File: src/rtl/sysctl_pkg.sv
package sysctl_pkg;

    localparam int ADDR_W = 12;
    localparam int DATA_W = 32;

    localparam logic [ADDR_W-1:0] OFF_CFG      = 12'hD14;
    localparam logic [ADDR_W-1:0] OFF_FLT_CFG  = 12'hD28;
    localparam logic [ADDR_W-1:0] OFF_FLT_HARD = 12'hD2C;
    localparam logic [ADDR_W-1:0] OFF_FLT_DBG  = 12'hD30;
    localparam logic [ADDR_W-1:0] OFF_MEM_ADDR = 12'hD34;
    localparam logic [ADDR_W-1:0] OFF_BUS_ADDR = 12'hD38;
    localparam logic [ADDR_W-1:0] OFF_TRIG     = 12'hF00;

    // writable fields of the configuration word
    localparam int BIT_STK_ALIGN  = 9;
    localparam int BIT_IGN_FAULT  = 8;
    localparam int BIT_DIV0_TRAP  = 4;
    localparam int BIT_UNAL_TRAP  = 3;
    localparam int BIT_USER_TRIG  = 1;
    localparam int BIT_NONBASE_EN = 0;

    localparam logic [DATA_W-1:0] CFG_MASK =
        (DATA_W'(1) << BIT_STK_ALIGN) | (DATA_W'(1) << BIT_IGN_FAULT) |
        (DATA_W'(1) << BIT_DIV0_TRAP) | (DATA_W'(1) << BIT_UNAL_TRAP) |
        (DATA_W'(1) << BIT_USER_TRIG) | (DATA_W'(1) << BIT_NONBASE_EN);

    localparam int NUM_FLT = 3;

    typedef enum logic [2:0] {
        SEL_NONE,
        SEL_CFG,
        SEL_FLT_CFG,
        SEL_FLT_HARD,
        SEL_FLT_DBG,
        SEL_MEM_ADDR,
        SEL_BUS_ADDR,
        SEL_TRIG
    } sel_e;

    typedef struct packed {
        logic [DATA_W-1:0] cfg;
        logic [DATA_W-1:0] mem_addr;
        logic [DATA_W-1:0] bus_addr;
    } bank_st_t;

endpackage

File: src/rtl/sysctl_decode.sv
module sysctl_decode
    import sysctl_pkg::*;
(
    input  logic [ADDR_W-1:0] addr,
    output sel_e              sel
);
    always_comb begin
        sel = SEL_NONE;
        if (addr[1:0] == 2'b00) begin
            unique case (addr[ADDR_W-1:2])
                OFF_CFG[ADDR_W-1:2]:      sel = SEL_CFG;
                OFF_FLT_CFG[ADDR_W-1:2]:  sel = SEL_FLT_CFG;
                OFF_FLT_HARD[ADDR_W-1:2]: sel = SEL_FLT_HARD;
                OFF_FLT_DBG[ADDR_W-1:2]:  sel = SEL_FLT_DBG;
                OFF_MEM_ADDR[ADDR_W-1:2]: sel = SEL_MEM_ADDR;
                OFF_BUS_ADDR[ADDR_W-1:2]: sel = SEL_BUS_ADDR;
                OFF_TRIG[ADDR_W-1:2]:     sel = SEL_TRIG;
                default:                  sel = SEL_NONE;
            endcase
        end
    end
endmodule

File: src/rtl/sysctl_sticky.sv
module sysctl_sticky #(
    parameter int W = 32
) (
    input  logic         clk,
    input  logic         rst_n,
    input  logic         clr_en,
    input  logic [W-1:0] clr_mask,
    input  logic [W-1:0] set_vec,
    output logic [W-1:0] val
);
    typedef struct packed {
        logic [W-1:0] bits;
    } st_t;

    st_t st_d, st_q;

    always_comb begin
        st_d = st_q;
        if (clr_en) begin
            st_d.bits = st_d.bits & ~clr_mask;
        end
        // hardware events applied after the clear so they take precedence
        st_d.bits = st_d.bits | set_vec;
    end

    always_ff @(posedge clk or negedge rst_n) begin
        if (!rst_n) begin
            st_q <= '0;
        end else begin
            st_q <= st_d;
        end
    end

    assign val = st_q.bits;
endmodule

File: src/rtl/sysctl_swtrig.sv
module sysctl_swtrig #(
    parameter int NUM_IRQ = 64,
    parameter int IRQ_W   = 9
) (
    input  logic             clk,
    input  logic             rst_n,
    input  logic             wr,
    input  logic             priv,
    input  logic             user_ok,
    input  logic [IRQ_W-1:0] num,
    output logic             pend_valid,
    output logic [IRQ_W-1:0] pend_irq
);
    localparam logic [IRQ_W:0] LIMIT = (IRQ_W+1)'(NUM_IRQ);

    typedef struct packed {
        logic             vld;
        logic [IRQ_W-1:0] irq;
    } st_t;

    st_t  st_d, st_q;
    logic in_range;
    logic allowed;

    always_comb begin
        in_range = ({1'b0, num} < LIMIT);
        allowed  = priv || user_ok;
        st_d     = '0;
        if (wr && allowed && in_range) begin
            st_d.vld = 1'b1;
            st_d.irq = num;
        end
    end

    always_ff @(posedge clk or negedge rst_n) begin
        if (!rst_n) begin
            st_q <= '0;
        end else begin
            st_q <= st_d;
        end
    end

    assign pend_valid = st_q.vld;
    assign pend_irq   = st_q.irq;
endmodule

File: src/rtl/sysctl_bank.sv
module sysctl_bank
    import sysctl_pkg::*;
#(
    parameter int NUM_IRQ = 64,
    parameter int IRQ_W   = 9
) (
    input  logic              clk,
    input  logic              rst_n,
    input  logic              bus_wen,
    input  logic [ADDR_W-1:0] bus_addr,
    input  logic [DATA_W-1:0] bus_wdata,
    input  logic              bus_priv,
    output logic [DATA_W-1:0] bus_rdata,
    input  logic [DATA_W-1:0] cfg_fault_set,
    input  logic [DATA_W-1:0] hard_fault_set,
    input  logic [DATA_W-1:0] dbg_fault_set,
    output logic              pend_valid,
    output logic [IRQ_W-1:0]  pend_irq
);
    sel_e              sel;
    bank_st_t          st_d, st_q;
    logic [DATA_W-1:0] flt_set [NUM_FLT];
    logic [DATA_W-1:0] flt_val [NUM_FLT];
    logic [DATA_W-1:0] cfg_q;
    logic [DATA_W-1:0] flt_cfg_q;
    logic              trig_wr;

    sysctl_decode u_dec (
        .addr (bus_addr),
        .sel  (sel)
    );

    assign flt_set[0] = cfg_fault_set;
    assign flt_set[1] = hard_fault_set;
    assign flt_set[2] = dbg_fault_set;

    for (genvar gi = 0; gi < NUM_FLT; gi++) begin : g_flt
        localparam sel_e MY_SEL = (gi == 0) ? SEL_FLT_CFG :
                                  (gi == 1) ? SEL_FLT_HARD : SEL_FLT_DBG;
        logic clr_en;
        assign clr_en = bus_wen && (sel == MY_SEL);
        sysctl_sticky #(.W(DATA_W)) u_reg (
            .clk      (clk),
            .rst_n    (rst_n),
            .clr_en   (clr_en),
            .clr_mask (bus_wdata),
            .set_vec  (flt_set[gi]),
            .val      (flt_val[gi])
        );
    end

    always_comb begin
        st_d = st_q;
        if (bus_wen) begin
            unique case (sel)
                SEL_CFG:      st_d.cfg      = bus_wdata & CFG_MASK;
                SEL_MEM_ADDR: st_d.mem_addr = bus_wdata;
                SEL_BUS_ADDR: st_d.bus_addr = bus_wdata;
                default:      ;
            endcase
        end
    end

    always_ff @(posedge clk or negedge rst_n) begin
        if (!rst_n) begin
            st_q <= '0;
        end else begin
            st_q <= st_d;
        end
    end

    assign cfg_q     = st_q.cfg;
    assign flt_cfg_q = flt_val[0];
    assign trig_wr   = bus_wen && (sel == SEL_TRIG);

    sysctl_swtrig #(.NUM_IRQ(NUM_IRQ), .IRQ_W(IRQ_W)) u_trig (
        .clk        (clk),
        .rst_n      (rst_n),
        .wr         (trig_wr),
        .priv       (bus_priv),
        .user_ok    (cfg_q[BIT_USER_TRIG]),
        .num        (bus_wdata[IRQ_W-1:0]),
        .pend_valid (pend_valid),
        .pend_irq   (pend_irq)
    );

    always_comb begin
        unique case (sel)
            SEL_CFG:      bus_rdata = st_q.cfg;
            SEL_FLT_CFG:  bus_rdata = flt_val[0];
            SEL_FLT_HARD: bus_rdata = flt_val[1];
            SEL_FLT_DBG:  bus_rdata = flt_val[2];
            SEL_MEM_ADDR: bus_rdata = st_q.mem_addr;
            SEL_BUS_ADDR: bus_rdata = st_q.bus_addr;
            default:      bus_rdata = '0;
        endcase
    end
endmodule

File: config.mk
export PLATFORM = sky130hd
export DESIGN_NAME = sysctl_bank
export DESIGN_NICKNAME = d
export VERILOG_FILES = /design/src/rtl/sysctl_pkg.sv /design/src/rtl/sysctl_decode.sv /design/src/rtl/sysctl_sticky.sv /design/src/rtl/sysctl_swtrig.sv /design/src/rtl/sysctl_bank.sv
export SDC_FILE = /design/constraint.sdc
export NUM_CORES = 1
export LEC_CHECK = 0
export ABC_AREA = 1
export BUFFER_PORTS_ARGS = -buffer_cell sky130_fd_sc_hd__clkbuf_2
export CORE_ASPECT_RATIO = 1.2
export CORE_MARGIN = 8
export CORE_UTILIZATION = 35
export CTS_CLUSTER_DIAMETER = 120
export CTS_CLUSTER_SIZE = 10
export DETAILED_ROUTE_END_ITERATION = 16
export HOLD_SLACK_MARGIN = 0.1
export PLACE_DENSITY_LB_ADDON = 0.08
export SLEW_MARGIN = 20
export SYNTH_ARGS = -nofsm -noshare
export SYNTH_HDL_FRONTEND = slang
export SYNTH_SLANG_ARGS = --single-unit
File: constraint.sdc
create_clock -name clk -period 1.75 [get_ports clk]
set_input_delay 0.0875 -clock clk [delete_from_list [all_inputs] [get_ports clk]]
set_output_delay 0.0875 -clock clk [all_outputs]
set_load 0.02 [all_outputs]
==> results of run 1 <==
## through the flow
step	worst slack (ps)	instances	total power (W)	hold WS, ps	cell area (sq um)
2_1_floorplan	214	1110	0.00428	-208	8580
3_3_place_gp	-233	1629	0.00465	93.9	10500
3_5_place_dp	-257	1629	0.00465	97.4	10500
4_1_cts	-66.7	1801	0.00868	207	12800
5_1_grt	-150	1806	0.00893	230	13000
6_report	-58.3	1806	0.00859	196	13000
## area by class of cell
cell class | instances | area [sq um]
tap | 320 | 400
clock buffer | 18 | 439
timing repair buffer | 402 | 3570
multi-input combinational | 686 | 3350
inverter | 190 | 716
fill | 2258 | 11000
sequential | 176 | 4400
clock inverter | 14 | 140
## final timing paths
path	start	endpoint	depth (start not counted)
max	bus_addr[9]	bus_rdata[7]	14
min	rst_n	g_flt[1].u_reg.val[8]$_DFF_PN0_	2
max reg2reg	cfg_q[1]$_DFFE_PN0P_	u_trig.pend_irq[4]$_DFF_PN0_	5
min reg2reg	g_flt[2].u_reg.val[4]$_DFF_PN0_	g_flt[2].u_reg.val[4]$_DFF_PN0_	2
max in group asynchronous	rst_n	g_flt[2].u_reg.val[17]$_DFF_PN0_	3
min in group clk	bus_priv	u_trig.pend_irq[5]$_DFF_PN0_	6
## state kept, by name, summed over array words and instances (netlist names)
register and count:
u_trig.pend_irq 9, u_trig.pend_valid 1, cfg_q 6, st_q 64
g_flt.u_reg.val 96
## layout by cell type, fill, tap and decap left out, drive strengths merged
| master | synthesis | layout |
|---|---|---|
| a21oi | 1 | 1 |
| buf | 36 | 100 |
| clkbuf | 22 | 191 |
| clkinv | 1 | 6 |
| clkinvlp | 0 | 1 |
| conb | 1 | 3 |
| dfrtp | 176 | 176 |
| dlygate4sd3 | 0 | 129 |
| inv | 189 | 197 |
| nand2 | 265 | 265 |
| nand3 | 177 | 177 |
| nand4 | 27 | 27 |
| nor2 | 46 | 46 |
| nor3 | 1 | 1 |
| o21ai | 166 | 166 |
## layer usage
metal	up-vias	wire length (um)
li1	4243	-
met1	4060	12600
met2	230	15000
met3	47	1350
met4	0	692
met5	-	0
## power groups by stage
stage | Combinational, W | Clock [W] | Sequential, W
after floorplan | 0.000125 | 0 | 0.00416
after global placement | 0.000499 | 0 | 0.00415
after detailed placement | 0.000498 | 0 | 0.00415
after CTS | 0.000733 | 0.00387 | 0.00407
after global routing | 0.000823 | 0.00403 | 0.00407
final | 0.000744 | 0.00377 | 0.00407
## timing repair
item,CTS,global route
cloned,0,1
hold buffers,129,0
resized for setup,75,57
pin swaps,19,17
setup buffers,11,4
endpoints found under the setup margin,32,33
hold endpoints to repair,348,0
## logic make-up (layout without fill, tap and decap cells)
| group | after synthesis | after routing | synth area share [%] |
|---|---|---|---|
| AO/OA/AOI/OAI | 167 | 167 | 9.75 |
| buffers and inverters | 248 | 624 | 11.7 |
| flip-flops | 176 | 176 | 51.4 |
| other | 1 | 3 | 0.0438 |
| AND/OR/NAND/NOR | 516 | 516 | 27.1 |
==> impl_metrics.toml, run 1 <==
[worst_hold_path]
hold_class = "input pin to asynchronous set/reset pin"

[worst_setup_path]
critPathLaunchType = "input pin"
crit_fanout = 9
cpMaxStageDelayCell = "buf_12"
crit_type = "input pin to output port"
end_kind = "output port"
cp_slowest_stage_delay_ps = 190
critPathTopFamily = "buffers and inverters"
reg2reg_slack_ps = 730
cp.arrival_ps = 1720
path_cells = "buf_6 -> inv_4 -> nand2_4 -> nor2_4 -> nand3_2 -> buf_6 -> a21oi_4 -> buf_12 -> buf_12 -> nand3_2 -> nand2_1 -> inv_1 -> nand4_1 -> clkbuf_8"
worstPathRequired_ps = 1660
path_buf_inv = 7

[route]
wl_per_cell_um = 16.4
firstDrtPassIters = 5
ant_nets = 0
via_count = 8580
drt_iter0_drc = 456
via_per_inst = 4.75
routed_wl_um = 29700
remaining_drc_errors = 0

[placed_design]
portBuffers = 185
gp_congestion = 0.814
place.detailed.hpwl_um = 20400

[synth]
ys_seq_area_share_pct = 51.4
yosys_warnings = 0
synth_top_cell_by_area = "dfrtp_1"
ys_ff_latch = 176
synthTopCellsByArea = "dfrtp_1 (51%), nand2_1 (11%), nand3_1 (10%)"
synth.top_cell.area_share_pct = 51.4
synth_async_sr_flop_share_pct = 100
synth.most_common_cell = "nand2_1"
synth-edff-count = 0
synth_area_sq_mm = 0.00857
ys.flop_type = "dfrtp_1"
synth.top_cells.by_count = "nand2_1 (261), inv_1 (185), dfrtp_1 (176), nand3_1 (175), o21ai_0 (88)"
synth_area_per_cell_sq_um = 7.74
synthCells = 1108
synth.lib_cells_used.distinct = 25

[clock_network]
cts_buffer_depth = 2
cts_tree = "done"
path_clk_slew_ps = 70
htreeDepth = 4
numCtsBuffers = 17
clock-root-buffer = "clkbuf_16"
cts_sinks = 176
insertion_delay_ps = 430

[floorplan]
initial_core_util_pct = 35.8
io_pins = 186
fp.coreArea_sq_mm = 0.0240
row_count = 62
dieArea_sq_mm = 0.0298
die_h_um = 187
fp.dieW_um = 159

[power]
leakagePower_nw = 6.37
seq_power_share_pct = 47.4
p_sw_share_pct = 25.7
power_density_mw_per_mm2 = 660
intPower_w = 0.00638
pwr-share-comb_pct = 8.7
max-vdd-ir-drop_uv = 571
p_switching_w = 0.00221
clkPwrFrac_pct = 43.9

[timing]
skew_ps = 6.55
rsz0062_at_grt = "true"
finalHoldViolations = 0
tightest_slew_ps = 561
tns_ps = -223
maxSlewViolCount = 0
period_share_pct = 103
setup_viol = 8
timing.final.ws_setup_ps = -58.3
finalCriticalPeriod_ps = 1810
fmax_mhz = 553
maxSlewHeadroom_pct = 62.6

[layout]
drive_gt1_share_pct = 23.9
nets = 1617
fin_util_pct = 54.3
num_antenna_cells = 0
area_delta_synth_final_pct = 51.8

[global_routing]
grt_util_all_layers_pct = 20.0
grtUsageMet3_pct = 3.65
grt_max_degree = 53
grt_pass1_vias = 9184
gr-usage-met1_pct = 24.1
gr-usage-met2_pct = 35.3
grt_first_pass_wirelength_um = 47900
grt_overflow = 0
busiest_layer = "met2"
antenna_found_initial = 0

[run]
maxCapViolCount = 0

[run_status]
violations = "negative setup slack"
status = "complete, but fails checks"
Note: power is estimated with default switching activity, not from simulation.
==> inputs of run 2 (changes only) <==
--- a/config.mk
+++ b/config.mk
@@ -15,6 +15,7 @@
 export DETAILED_ROUTE_END_ITERATION = 16
 export HOLD_SLACK_MARGIN = 0.1
 export PLACE_DENSITY_LB_ADDON = 0.08
+export SETUP_SLACK_MARGIN = 0.05
 export SLEW_MARGIN = 20
 export SYNTH_ARGS = -nofsm -noshare
 export SYNTH_HDL_FRONTEND = slang
==> impl_metrics.toml, run 2 (synthesis results as in run 1) <==
[run_status]
status = "complete, but fails checks"
violations = "negative setup slack"

[layout]
final_cell_mix = "nand2_1 (255), inv_1 (183), dfrtp_1 (176)"
num_antenna_cells = 0
drive_gt1_share_pct = 24.0
area_delta_synth_final_pct = 52.5
largest_reg_flops = 96
multiInputGateArea_sq_mm = 0.00333
nets = 1620
mostFrequentLayoutCell = "nand2_1"
design_area_sq_mm = 0.0131
regArea_sq_mm = 0.00440
fillerInstances = 2250

[run]
maxCapViolCount = 0

[timing]
finalHoldViolations = 0
maxSlewHeadroom_pct = 62.9
maxSlewViolCount = 0
rsz0062_at_grt = "true"
tightest_slew_ps = 557
finalCriticalPeriod_ps = 1810
timing.final.ws_setup_ps = -59.6
skew_ps = 7.45
period_share_pct = 103
fmax_mhz = 553
timing.hold.ws_ps = 183
setup_viol = 10

[floorplan]
initial_core_util_pct = 35.8
io_pins = 186
dieArea_sq_mm = 0.0298
row_count = 62
die_h_um = 187
fp.dieW_um = 159
fp.coreArea_sq_mm = 0.0240

[clock_network]
path_clk_slew_ps = 80
cts_buffer_depth = 2
clock-root-buffer = "clkbuf_16"
insertion_delay_ps = 430
numCtsBuffers = 17
cts_sinks = 176
htreeDepth = 4
cts_tree = "done"

[placed_design]
place.detailed.hpwl_um = 20400
portBuffers = 185
placed_cell_area_sq_mm = 0.0105
gp_congestion = 0.814

[power]
pwr-share-comb_pct = 8.6
max-vdd-ir-drop_uv = 565
p_switching_w = 0.00221
seq_power_share_pct = 47.4
clkPwrFrac_pct = 44.0
p_sw_share_pct = 25.7
intPower_w = 0.00639
leakagePower_nw = 6.41
power_density_mw_per_mm2 = 658

[route]
ant_nets = 0
remaining_drc_errors = 0
wl_per_cell_um = 16.5
via_count = 8592
drt_iter0_drc = 466
via_per_inst = 4.75
routed_wl_um = 29800
firstDrtPassIters = 5

[worst_setup_path]
crit_fanout = 6
path_buf_inv = 4
end_kind = "output port"
cpMaxStageDelayCell = "clkbuf_8"
critPathLaunchType = "input pin"
path_cells = "clkbuf_4 -> nand2_1 -> nor2_2 -> nand2_1 -> nor2_1 -> nor2_1 -> nand2_4 -> nand2_4 -> buf_4 -> buf_12 -> nand3_1 -> nand4_1 -> clkbuf_8"
cp.arrival_ps = 1720
worstPathRequired_ps = 1660
crit_type = "input pin to output port"
critPathTopFamily = "simple AND/OR/NAND/NOR gates"
cp_slowest_stage_delay_ps = 220

[worst_hold_path]
hold_class = "input pin to asynchronous set/reset pin"

[global_routing]
grt_overflow = 0
antenna_found_initial = 0
grt_first_pass_wirelength_um = 48000
grt_pass1_vias = 9141
grt_max_degree = 53
grt_util_all_layers_pct = 20.1
[run 2: path summary, 6_finish.rpt]
path                                                 start                                to  slack (ps)  cells after the start
setup / recovery                               bus_addr[4]                      bus_rdata[7]         -60                     13
hold / removal                                       rst_n   g_flt[0].u_reg.val[8]$_DFF_PN0_         180                      2
setup reg to reg                      cfg_q[1]$_DFFE_PN0P_      u_trig.pend_irq[0]$_DFF_PN0_         720                      5
hold reg to reg            g_flt[2].u_reg.val[4]$_DFF_PN0_   g_flt[2].u_reg.val[4]$_DFF_PN0_         480                      2
max in group asynchronous                            rst_n  g_flt[2].u_reg.val[17]$_DFF_PN0_         930                      3
min in group clk                                  bus_priv      u_trig.pend_irq[5]$_DFF_PN0_         270                      6
[run 2: layer usage]
metal / vias to the layer above / GRT usage [%] / part of all wire [%]
li1: 4259 / - / -
met1: 4065 / 24.2 / 43
met2: 227 / 35.3 / 51
met3: 41 / 3.87 / 4.4
met4: 0 / 6.54 / 2.1
met5: - / 0 / 0
[run 2: timing repair]
action / 4_1_cts / 5_1_grt
setup endpoints to repair: 32 / 43
setup buffers: 11 / 6
cloned: 0 / 2
pin swaps: 16 / 27
hold buffers: 129 / 0
gates resized for setup: 85 / 48
hold endpoints to repair: 348 / 0
[run 2: stage by stage]
step | total power, W | util (%) | worst slack [ps] | setup TNS (ps) | std cells
floorplan | 0.00428 | - | 214 | 0 | 1110
global placement | 0.00465 | 43.8 | -233 | -19670 | 1629
detailed placement | 0.00465 | 43.8 | -257 | -23710 | 1629
CTS | 0.00868 | 53.4 | -66.7 | -473 | 1801
global route | 0.00894 | 54.5 | -142 | -2670 | 1809
finish | 0.00859 | 54.5 | -59.6 | -251 | 1809
[run 2: power by group through the flow]
stage	registers (W)	clock network (W)	logic [W]
after floorplan	0.00416	0	0.000125
after global placement	0.00415	0	0.000499
after detailed placement	0.00415	0	0.000498
after CTS	0.00407	0.00387	0.000734
after global routing	0.00407	0.00404	0.000823
final	0.00407	0.00378	0.000743
[run 2: worst reg2reg max path: cells and delay by family, from the launching register on]
| family | cells | cell delay [ps] |
|---|---|---|
| buffers and inverters | 1 | 180 |
| flip-flops | 1 | 390 |
| AND/OR/NAND/NOR | 4 | 350 |
[run 2: final cells by class]
| type | instances | area share, % |
|---|---|---|
| Clock inverter | 14 | 1.07 |
| Clock buffer | 18 | 3.36 |
| Multi-Input combinational cell | 686 | 25.5 |
| Sequential cell | 176 | 33.7 |
| Tap cell | 320 | 3.06 |
| Inverter | 190 | 5.48 |
| Timing Repair Buffer | 405 | 27.9 |
